[src/rtl/dma_seq_pkg.sv]
// Shared types for the DMA channel address sequencer.
// Assumes: control word layout is fixed at 8 bits; select codes are 2 bits.
package dma_seq_pkg;

    typedef enum logic [1:0] {
        MODE_SEQ  = 2'd0,
        MODE_RPT  = 2'd1,
        MODE_IDLE = 2'd2
    } chan_mode_e;

    typedef struct packed {
        logic       wide;    // bit 7: word-size transfer
        logic       down;    // bit 6: address moves downward
        logic       rpt;     // bit 5: repeat enable
        logic       spare;   // bit 4: stored, no function
        logic [3:0] factor;  // bits 3:0: transfer-factor field
    } ctrl_t;

    localparam logic [1:0] SEL_CTRL = 2'd0;
    localparam logic [1:0] SEL_ADDR = 2'd1;
    localparam logic [1:0] SEL_CNT  = 2'd2;
    localparam logic [1:0] SEL_STAT = 2'd3;

    // Mode from repeat bit and external interrupt enable.
    function automatic chan_mode_e decode_mode(input logic rpt, input logic ie);
        if (!rpt)    return MODE_SEQ;
        else if (ie) return MODE_IDLE;
        else         return MODE_RPT;
    endfunction

endpackage

[src/rtl/dma_ctrl_reg.sv]
// Control word register with mode decode.
// Does: holds the 8-bit control word, cleared by reset or standby, and
//       decodes the operating mode from the repeat bit and xfer_ie.
// Assumes: standby outranks a same-cycle write.
module dma_ctrl_reg
    import dma_seq_pkg::*;
(
    input  logic       clk,
    input  logic       rst_n,
    input  logic       standby,
    input  logic       we,
    input  logic [7:0] wdata,
    input  logic       ie,
    output ctrl_t      ctrl_q,
    output chan_mode_e mode
);

    // Control word storage: reset and standby clear, else write.
    always_ff @(posedge clk) begin
        if (!rst_n || standby) ctrl_q <= '0;
        else if (we)           ctrl_q <= ctrl_t'(wdata);
    end

    // Mode decode from the stored repeat bit and the live enable input.
    always_comb mode = decode_mode(ctrl_q.rpt, ie);


    standby_clear_chk: assert property (@(posedge clk) disable iff (!rst_n)
        standby |=> (ctrl_q == '0));

endmodule

[src/rtl/dma_addr_unit.sv]
// Working address register with reload copy.
// Does: loads start address (working and reload copy), steps by 1 or 2
//       up or down per accepted strobe, holds in idle mode, and restores
//       the reload copy at a repeat-mode block end.
// Assumes: a register load outranks a same-cycle strobe; wraps mod 2^ADDR_W.
module dma_addr_unit
    import dma_seq_pkg::*;
#(
    parameter int ADDR_W = 24
) (
    input  logic              clk,
    input  logic              rst_n,
    input  logic              load,
    input  logic [ADDR_W-1:0] load_val,
    input  logic              step,
    input  logic              block_end,
    input  chan_mode_e        mode,
    input  logic              wide,
    input  logic              down,
    output logic [ADDR_W-1:0] addr_q
);

    localparam int PAD_W = ADDR_W - 2;

    logic [ADDR_W-1:0] reload_q;
    logic [ADDR_W-1:0] stride;
    logic [ADDR_W-1:0] stepped;

    // Stride is 2 for words, 1 for bytes.
    always_comb stride = {{PAD_W{1'b0}}, wide, ~wide};

    // Next address after one transfer in the chosen direction.
    always_comb stepped = down ? (addr_q - stride) : (addr_q + stride);

    // Reload copy captures each programmed start address.
    always_ff @(posedge clk) begin
        if (!rst_n)    reload_q <= '0;
        else if (load) reload_q <= load_val;
    end

    // Working address: load, repeat restore, step, or hold.
    always_ff @(posedge clk) begin
        if (!rst_n)                           addr_q <= '0;
        else if (load)                        addr_q <= load_val;
        else if (step) begin
            if (block_end && mode == MODE_RPT) addr_q <= reload_q;
            else if (mode != MODE_IDLE)        addr_q <= stepped;
        end
    end


    idle_hold_chk: assert property (@(posedge clk) disable iff (!rst_n)
        (step && !load && mode == MODE_IDLE) |=> $stable(addr_q));

endmodule

[src/rtl/dma_xfer_counter.sv]
// Transfer counter with reload copy.
// Does: loads a count (working and reload copy), decrements per accepted
//       strobe, flags the 1-to-0 step as block end, and restores the
//       reload copy instead in repeat mode.
// Assumes: a register load outranks a same-cycle strobe; a zero count
//          wraps on a strobe without signalling block end.
module dma_xfer_counter
    import dma_seq_pkg::*;
#(
    parameter int CNT_W = 16
) (
    input  logic             clk,
    input  logic             rst_n,
    input  logic             load,
    input  logic [CNT_W-1:0] load_val,
    input  logic             step,
    input  chan_mode_e       mode,
    output logic [CNT_W-1:0] cnt_q,
    output logic             block_end
);

    localparam logic [CNT_W-1:0] ONE = CNT_W'(1);

    logic [CNT_W-1:0] reload_q;

    // Block end is the strobe that takes the count from 1 to 0.
    always_comb block_end = step && (cnt_q == ONE);

    // Reload copy captures each programmed count.
    always_ff @(posedge clk) begin
        if (!rst_n)    reload_q <= '0;
        else if (load) reload_q <= load_val;
    end

    // Working count: load, repeat restore, or decrement.
    always_ff @(posedge clk) begin
        if (!rst_n)                             cnt_q <= '0;
        else if (load)                          cnt_q <= load_val;
        else if (block_end && mode == MODE_RPT) cnt_q <= reload_q;
        else if (step)                          cnt_q <= cnt_q - ONE;
    end


    rpt_reload_chk: assert property (@(posedge clk) disable iff (!rst_n)
        (block_end && !load && mode == MODE_RPT) |=> (cnt_q == $past(reload_q)));

endmodule

[src/rtl/dma_addr_seq.sv]
// DMA channel address sequencer, top level.
// Does: register port, channel enable, sticky interrupt flag, and wiring
//       of control, address and counter units.
// Assumes: reg_wdata is as wide as the address; count width <= address width.
module dma_addr_seq
    import dma_seq_pkg::*;
#(
    parameter int ADDR_W = 24,
    parameter int CNT_W  = 16
) (
    input  logic              clk,
    input  logic              rst_n,
    input  logic              standby,
    input  logic              xfer_ie,
    input  logic              reg_we,
    input  logic [1:0]        reg_sel,
    input  logic [ADDR_W-1:0] reg_wdata,
    input  logic [1:0]        rd_sel,
    output logic [ADDR_W-1:0] rd_data,
    input  logic              xfer_done,
    output logic [ADDR_W-1:0] cur_addr,
    output logic              irq
);

    localparam int CTRL_PAD = ADDR_W - 8;
    localparam int CNT_PAD  = ADDR_W - CNT_W;
    localparam int STAT_PAD = ADDR_W - 2;

    ctrl_t            ctrl_q;
    chan_mode_e       mode;
    logic             chan_en;
    logic             irq_flag;
    logic             step;
    logic             block_end;
    logic [CNT_W-1:0] cnt_q;
    logic             wr_ctrl, wr_addr, wr_cnt, wr_stat;

    // Write decode per register.
    always_comb begin
        wr_ctrl = reg_we && (reg_sel == SEL_CTRL);
        wr_addr = reg_we && (reg_sel == SEL_ADDR);
        wr_cnt  = reg_we && (reg_sel == SEL_CNT);
        wr_stat = reg_we && (reg_sel == SEL_STAT);
    end

    // A strobe counts only while the channel is enabled.
    always_comb step = xfer_done && chan_en;

    dma_ctrl_reg u_ctrl (
        .clk    (clk),
        .rst_n  (rst_n),
        .standby(standby),
        .we     (wr_ctrl),
        .wdata  (reg_wdata[7:0]),
        .ie     (xfer_ie),
        .ctrl_q (ctrl_q),
        .mode   (mode)
    );

    dma_addr_unit #(.ADDR_W(ADDR_W)) u_addr (
        .clk      (clk),
        .rst_n    (rst_n),
        .load     (wr_addr),
        .load_val (reg_wdata),
        .step     (step),
        .block_end(block_end),
        .mode     (mode),
        .wide     (ctrl_q.wide),
        .down     (ctrl_q.down),
        .addr_q   (cur_addr)
    );

    dma_xfer_counter #(.CNT_W(CNT_W)) u_cnt (
        .clk      (clk),
        .rst_n    (rst_n),
        .load     (wr_cnt),
        .load_val (reg_wdata[CNT_W-1:0]),
        .step     (step),
        .mode     (mode),
        .cnt_q    (cnt_q),
        .block_end(block_end)
    );

    // Channel enable: set by status write, dropped at a non-repeat block end.
    always_ff @(posedge clk) begin
        if (!rst_n)                              chan_en <= 1'b0;
        else if (wr_stat)                        chan_en <= reg_wdata[0];
        else if (block_end && mode != MODE_RPT)  chan_en <= 1'b0;
    end

    // Sticky interrupt flag: write-one clears, enabled non-repeat end sets.
    always_ff @(posedge clk) begin
        if (!rst_n)                                          irq_flag <= 1'b0;
        else if (wr_stat && reg_wdata[1])                    irq_flag <= 1'b0;
        else if (block_end && mode != MODE_RPT && xfer_ie)   irq_flag <= 1'b1;
    end

    always_comb irq = irq_flag;

    // Read multiplexer over the four registers.
    always_comb begin
        unique case (rd_sel)
            SEL_CTRL: rd_data = {{CTRL_PAD{1'b0}}, ctrl_q};
            SEL_ADDR: rd_data = cur_addr;
            SEL_CNT:  rd_data = {{CNT_PAD{1'b0}}, cnt_q};
            default:  rd_data = {{STAT_PAD{1'b0}}, irq_flag, chan_en};
        endcase
    end


    parked_addr_chk: assert property (@(posedge clk) disable iff (!rst_n)
        (!chan_en && !wr_addr) |=> $stable(cur_addr));


    block_stop_chk: assert property (@(posedge clk) disable iff (!rst_n)
        (block_end && mode != MODE_RPT && !wr_stat) |=> !chan_en);


    flag_sticky_chk: assert property (@(posedge clk) disable iff (!rst_n)
        (irq_flag && !(wr_stat && reg_wdata[1])) |=> irq_flag);

endmodule

[config.mk]
export PLATFORM = sky130hd
export DESIGN_NAME = dma_addr_seq
export DESIGN_NICKNAME = d
export VERILOG_FILES = /design/src/rtl/dma_seq_pkg.sv /design/src/rtl/dma_ctrl_reg.sv /design/src/rtl/dma_addr_unit.sv /design/src/rtl/dma_xfer_counter.sv /design/src/rtl/dma_addr_seq.sv
export SDC_FILE = /design/constraint.sdc
export NUM_CORES = 1
export LEC_CHECK = 0
export CAP_MARGIN = 20
export CELL_PAD_IN_SITES_DETAIL_PLACEMENT = 1
export CELL_PAD_IN_SITES_GLOBAL_PLACEMENT = 2
export CORE_ASPECT_RATIO = 1.25
export CORE_MARGIN = 3
export CORE_UTILIZATION = 32
export CTS_CLUSTER_SIZE = 40
export DETAILED_ROUTE_END_ITERATION = 8
export PLACE_DENSITY = 0.8
export SYNTH_ARGS = -nofsm -noshare
export SYNTH_HDL_FRONTEND = slang
export SYNTH_SLANG_ARGS = --single-unit
export TNS_END_PERCENT = 20
[constraint.sdc]
create_clock -name clk -period 3.6 [get_ports clk]
set_input_delay 0.36 -clock clk [delete_from_list [all_inputs] [get_ports clk]]
set_output_delay 0.36 -clock clk [all_outputs]
set_load 0.01 [all_outputs]
==> flow_summary.yaml, run 1 <==
worst_setup_path:
  worst-path-buf-inv: 1
  critical_path_class: "flop to flop"
  critPathRequiredTime_ns: 3.85
  slowest_stage_cell_on_the_critical_path: "sky130_fd_sc_hd__a221oi_1"
  timing.critical_path.arrival_ns: 3.28
  crit_chain: "buf_4, ha_1, a21o_1, a221oi_1, o21ai_0, a21oi_1, o21ai_0, xor2_1, a22o_1"
  critical_path.startpoint_type: "flop"
  timing.critical_path.to_type: "flop"
  crit_top_cell: "sky130_fd_sc_hd__o21ai_0"
  critPathMaxStageDelay_ns: 0.55
  critical_path_peak_fanout: 23
  critical_path.top_delay_family: "compound AO/OA/AOI/OAI gates"
logic_synthesis:
  yosys_top_cell_by_area: "sky130_fd_sc_hd__dfxtp_1"
  synth_enable_flop_cells: 0
  post_synth_instance_area_sq_um: 5640
  yosysWarnings: 0
  synth_commonest_cells: "sky130_fd_sc_hd__nand2_1, sky130_fd_sc_hd__dfxtp_1, sky130_fd_sc_hd__a21oi_1, sky130_fd_sc_hd__o21ai_0"
  synth-seq-area-share: 0.320
  yosys.cell_count.top_type: "sky130_fd_sc_hd__nand2_1"
  synth_largest_type_area_fraction: 0.320
  yosys_register_bits: 90
  post_synth_main_area_contributors: "sky130_fd_sc_hd__dfxtp_1, sky130_fd_sc_hd__nand2_1, sky130_fd_sc_hd__a21boi_0, sky130_fd_sc_hd__ha_1, sky130_fd_sc_hd__a21oi_1"
  syn_inst: 741
  dominantRegCellSynth: "sky130_fd_sc_hd__dfxtp_1"
  synth.net_count: 801
  synth_area_per_cell_sq_um: 7.61
  synthArstFlopShare: 0
  count_of_unique_library_cells_instantiated_by_yosys: 55
cells_and_area:
  regArea_sq_um: 1800
  multi_input_comb_area_sq_um: 3610
  antenna-diode-count: 0
  final_nets: 866
  drive_above_1_share: 0.0506
  synthToLayoutAreaGrowth_pct: 24.7
  n_fill_cell: 2041
  final_core_utilization: 0.413
  layout.cell_area.non_filler_sq_um: 7030
grt:
  global_route_wire_length_before_repair_mm: 33.9
  grt_max_degree: 87
  grt.total_usage: 0.220
  grt-ovfl-total: 0
  grt_antenna_before_repair: 0
  grt_pass1_vias: 6114
clock_tree:
  clockRootBuffer: "sky130_fd_sc_hd__clkbuf_16"
  tritoncts_clock_tree: "yes"
  holdBufCountCts: 0
  insertion_delay_ns: 0.35
  clk_pin_slew_ns: 0.07
  clk_sinks: 90
  clock_tree.buffer_depth: 2
  cts_buffers: 9
  cts-resized-gates: 0
  cts.htree.levels: 3
  post-cts-setup-buffers: 0
place:
  postPlaceCellArea_sq_um: 6690
  half_perimeter_wire_length_after_placement_mm: 15.5
  gp_congestion: 0.872
  place.port_buffers: 82
  pre_cts_ws_ns: 0.641
timing:
  report.final.slew_viol_count: 0
  fin_worst_skew_ns: 0.00694
  rsz0062_at_grt: "no"
  post-route-worst-setup-slack_ns: 0.567
  fmax_mhz: 330
  tightest_slew_ns: 0.832
  post-route-period-util: 0.842
  final.min_clock_period_ns: 3.03
  worst_slew_margin_rel: 0.445
  hold_violations: 0
  finalSetupTns_ns: 0
  timing.final.setup_violations: 0
flow_run:
  timing.max_cap.violations: 0
status:
  outcome: "complete, no violations"
drt:
  first_iter_violations: 385
  via_per_inst: 5.58
  vias: 5757
  post-route-drc-count: 0
  postRouteAntennaNets: 0
  firstDrtPassIters: 5
  avgRoutedWirePerCell_um: 20.3
  final_wirelength_mm: 20.9
floorplanning:
  ios: 83
  fp.dieW_um: 125
  design.die.area_sq_um: 19300
  design.core.area_sq_um: 17000
  floorplan.die.height_um: 154
  rows: 53
  start_util: 0.331
worst_hold_path:
  min_path_type: "flop to flop"
power_and_ir_drop:
  power.leakage_nw: 2.70
  power-per-cell-area_nw_per_um2: 367
  vdd_drop_max_uv: 202
==> worst min-delay path: cells and delay by family, from the launching register on <==
family / cells / cell delay, ns
AOI/OAI and AO/OA: 1 / 0.06
DFF: 1 / 0.31
and+or+nand+nor: 1 / 0.05
==> layout make-up <==
class | count | area share
Clock buffer | 9 | 0.0320
Clock inverter | 7 | 0.0165
Inverter | 13 | 0.00694
Multi-Input combinational cell | 593 | 0.513
Sequential cell | 90 | 0.256
Tap cell | 220 | 0.0391
Timing Repair Buffer | 99 | 0.136
==> cell usage in the layout (no fill, tap or decap), types with 3 or more instances in the layout <==
master	n
sky130_fd_sc_hd__a21boi_0	48
sky130_fd_sc_hd__a21o_1	6
sky130_fd_sc_hd__a21oi_1	53
sky130_fd_sc_hd__a22o_1	17
sky130_fd_sc_hd__a22oi_1	10
sky130_fd_sc_hd__a31oi_1	12
sky130_fd_sc_hd__and2_1	13
sky130_fd_sc_hd__and3_1	6
sky130_fd_sc_hd__buf_4	16
sky130_fd_sc_hd__bufinv_16	3
sky130_fd_sc_hd__clkbuf_16	9
sky130_fd_sc_hd__clkdlybuf4s50_1	81
sky130_fd_sc_hd__dfxtp_1	90
sky130_fd_sc_hd__ha_1	25
sky130_fd_sc_hd__inv_1	13
sky130_fd_sc_hd__mux2i_1	15
sky130_fd_sc_hd__nand2_1	147
sky130_fd_sc_hd__nand2b_1	7
sky130_fd_sc_hd__nand3_1	17
sky130_fd_sc_hd__nand4_1	6
sky130_fd_sc_hd__nor2_1	48
sky130_fd_sc_hd__nor2b_1	5
sky130_fd_sc_hd__nor3_1	13
sky130_fd_sc_hd__nor4_1	3
sky130_fd_sc_hd__o211ai_1	17
sky130_fd_sc_hd__o21a_1	7
sky130_fd_sc_hd__o21ai_0	50
sky130_fd_sc_hd__o221ai_1	6
sky130_fd_sc_hd__o31ai_1	6
sky130_fd_sc_hd__or4_1	3
sky130_fd_sc_hd__xnor2_1	8
sky130_fd_sc_hd__xor2_1	10
==> registers in the layout (all words and copies together), names as in the netlist <==
signal,flops
u_cnt.reload_q,16
irq,1
u_addr.reload_q,24
u_addr.addr_q,24
u_cnt.cnt_q,16
chan_en,1
u_ctrl.ctrl_q,8
==> final timing paths <==
check	cells past startpoint	slack, ns	from	endpoint
worst min register to register	2	0.47	u_cnt.reload_q[7]	u_cnt.reload_q[7]
worst min-delay path	2	0.47	u_cnt.reload_q[7]	u_cnt.reload_q[7]
worst max register to register	9	0.57	u_ctrl.ctrl_q[6]	u_addr.addr_q[14]
worst max-delay path	9	0.57	u_ctrl.ctrl_q[6]	u_addr.addr_q[14]
==> cells by family after synthesis <==
| logic type | after synthesis | share of synthesized area |
|---|---|---|
| mux | 17 | 0.0346 |
| fa+ha+maj | 26 | 0.0590 |
| buf+inv | 58 | 0.0402 |
| xor+xnor | 18 | 0.0280 |
| flops | 90 | 0.320 |
| compound gates | 249 | 0.292 |
| simple gates | 283 | 0.227 |
==> report_power, final <==
| part | internal, mW | leakage [nW] | total, mW | switching (mW) |
|---|---|---|---|---|
| sequential | 1.03 | 0.732 | 1.07 | 0.0420 |
| combinational | 0.167 | 1.80 | 0.388 | 0.221 |
| clock | 0.679 | 0.166 | 1.12 | 0.438 |
| total | 1.88 | 2.70 | 2.58 | 0.701 |
==> metrics by stage <==
step	total power [mW]	hold WS [ns]	instances
2_1_floorplan	1.30	0.444	741
3_3_place_gp	1.47	0.452	1015
3_5_place_dp	1.49	0.464	1015
4_1_cts	2.61	0.474	1031
5_1_grt	2.69	0.488	1031
6_report	2.58	0.470	1031
==> routing by layer <==
| layer | part of all wire | track usage | vias to the layer above |
|---|---|---|---|
| met3 | 0.030 | 0.0249 | 22 |
| met4 | 0.019 | 0.0695 | 0 |
| met2 | 0.50 | 0.383 | 104 |
| li1 | - | - | 2801 |
| met1 | 0.46 | 0.284 | 2830 |
| met5 | 0 | 0 | - |
(Power assumes the default switching activity.)
==> inputs of run 2 (changes only) <==
--- a/config.mk
+++ b/config.mk
@@ -10,10 +10,10 @@
 export CELL_PAD_IN_SITES_GLOBAL_PLACEMENT = 2
 export CORE_ASPECT_RATIO = 1.25
 export CORE_MARGIN = 3
-export CORE_UTILIZATION = 32
+export CORE_UTILIZATION = 29
 export CTS_CLUSTER_SIZE = 40
 export DETAILED_ROUTE_END_ITERATION = 8
-export PLACE_DENSITY = 0.8
+export PLACE_DENSITY = 0.77
 export SYNTH_ARGS = -nofsm -noshare
 export SYNTH_HDL_FRONTEND = slang
 export SYNTH_SLANG_ARGS = --single-unit
==> constraint.sdc (replaced) <==
create_clock -name clk -period 2.7 [get_ports clk]
set_input_delay 0.27 -clock clk [delete_from_list [all_inputs] [get_ports clk]]
set_output_delay 0.27 -clock clk [all_outputs]
set_load 0.01 [all_outputs]
==> flow_summary.yaml, run 2 (synthesized netlist as in run 1, its figures left out) <==
status:
  outcome: "complete, no violations"
timing:
  report.final.slew_viol_count: 0
  timing.final.setup_violations: 0
  worst_slew_margin_rel: 0.576
  fmax_mhz: 390
  post-route-period-util: 0.949
  finalSetupTns_ns: 0
  tightest_slew_ns: 0.635
  post-route-worst-setup-slack_ns: 0.137
  rsz0062_at_grt: "yes"
  final.min_clock_period_ns: 2.56
  fin_worst_skew_ns: 0.00854
  hold_violations: 0
worst_hold_path:
  min_from: "rst_n"
  worstHoldPathCells: 2
  holdPathEnd: "u_addr.addr_q[3]"
  min_path_type: "primary input to flop"
worst_setup_path:
  timing.rr.end: "u_addr.addr_q[12]"
  critPathMaxStageDelay_ns: 0.53
  worst-path-buf-inv: 3
  crit_chain: "inv_1, ha_1, inv_1, fa_1, a21o_1, a221oi_2, buf_4, or4_1, and3_4, xor2_1, o21ai_0, a22o_1"
  timing.critical_path.to_type: "flop"
  critical_path.top_delay_family: "simple AND/OR/NAND/NOR gates"
  reg2reg_from: "u_ctrl.ctrl_q[7]"
  r2r_cells: 12
  critical_path_peak_fanout: 3
  critical_path_class: "flop to flop"
  reg2reg_setup_slack_ns: 0.14
  critPathRequiredTime_ns: 2.93
  critical_path.startpoint_type: "flop"
  slowest_stage_cell_on_the_critical_path: "sky130_fd_sc_hd__or4_1"
  timing.critical_path.arrival_ns: 2.79
  crit_top_cell: "sky130_fd_sc_hd__inv_1"
cells_and_area:
  antenna-diode-count: 0
  n_fill_cell: 2315
  synthToLayoutAreaGrowth_pct: 30.0
  drive_above_1_share: 0.0980
  multi_input_comb_area_sq_um: 3640
  regArea_sq_um: 1800
  final_nets: 903
  most_frequent_cells_in_the_layout: "sky130_fd_sc_hd__nand2_1, sky130_fd_sc_hd__dfxtp_1, sky130_fd_sc_hd__clkdlybuf4s50_1"
  layout.cells.most_common: "sky130_fd_sc_hd__nand2_1"
  layout_top_registers: "u_addr.addr_q (24), u_addr.reload_q (24)"
drt:
  firstDrtPassIters: 4
  final_wirelength_mm: 22.2
  first_iter_violations: 282
  avgRoutedWirePerCell_um: 20.6
  via_per_inst: 5.49
  post-route-drc-count: 0
  postRouteAntennaNets: 0
  vias: 5921
grt:
  global_route_wire_length_before_repair_mm: 35.7
  grt_antenna_before_repair: 0
  grt-ovfl-total: 0
  grt.total_usage: 0.214
  grt_pass1_vias: 6270
  grt_max_degree: 51
clock_tree:
  clock_tree.buffer_depth: 2
  cts.htree.levels: 3
  cts_buffers: 9
  clockRootBuffer: "sky130_fd_sc_hd__clkbuf_16"
  insertion_delay_ns: 0.35
  tritoncts_clock_tree: "yes"
  clk_pin_slew_ns: 0.07
  clk_sinks: 90
floorplanning:
  fp.dieW_um: 131
  start_util: 0.298
  design.core.area_sq_um: 18900
  ios: 83
  floorplan.die.height_um: 162
  rows: 56
  design.die.area_sq_um: 21200
place:
  gp_congestion: 0.844
  place.port_buffers: 82
  pre_cts_ws_ns: 0.0593
  half_perimeter_wire_length_after_placement_mm: 17.3
power_and_ir_drop:
  power.leakage_nw: 2.88
  vdd_drop_max_uv: 321
  power-per-cell-area_nw_per_um2: 446
flow_run:
  timing.max_cap.violations: 0
## run 2: routing by layer
layer,up-vias,GRT usage,share of wire
met5,-,0,0
met2,88,0.360,0.50
li1,2868,-,-
met3,22,0.0247,0.026
met1,2943,0.294,0.47
met4,0,0.0491,0.014
## run 2: area by class of cell
class / instances / area share
Clock inverter: 3 / 0.00546
Timing Repair Buffer: 136 / 0.172
Inverter: 13 / 0.00665
Sequential cell: 90 / 0.246
Clock buffer: 12 / 0.0336
Multi-Input combinational cell: 593 / 0.497
Tap cell: 232 / 0.0396
## run 2: how the worst max path moves through the flow
stage | end | from | slack, ns | cells after the start
2_1_floorplan | u_addr.addr_q[10] | u_ctrl.ctrl_q[6] | 0.12 | 9
3_3_place_gp | u_addr.addr_q[14] | u_ctrl.ctrl_q[7] | 0.14 | 12
3_5_place_dp | u_addr.addr_q[14] | u_ctrl.ctrl_q[7] | 0.06 | 12
4_1_cts | u_addr.addr_q[14] | u_ctrl.ctrl_q[7] | 0.03 | 12
5_1_grt | u_addr.addr_q[12] | u_ctrl.ctrl_q[7] | -0.02 | 12
6_report | u_addr.addr_q[12] | u_ctrl.ctrl_q[7] | 0.14 | 12
## run 2: repair_timing
action,CTS,global route
endpoints found under the setup margin,0,12
setup buffers,0,1
hold buffers,0,0
gates resized for setup,0,9
## run 2: report_power, final
| group | internal [mW] | switching, mW | total, mW |
|---|---|---|---|
| Combinational | 0.253 | 0.316 | 0.568 |
| Sequential | 1.38 | 0.0488 | 1.42 |
| Clock | 0.737 | 0.543 | 1.28 |
## run 2: per-stage QoR
step	util	hold slack [ns]	power, mW	area [sq um]	std cells
detailed placement	0.370	0.457	2.02	7000	1063
global route	0.388	0.277	3.42	7330	1079
finish	0.388	0.278	3.27	7330	1079
CTS	0.385	0.266	3.30	7290	1078
global placement	0.370	0.449	2.00	7000	1063
floorplan	-	0.400	1.74	5640	741
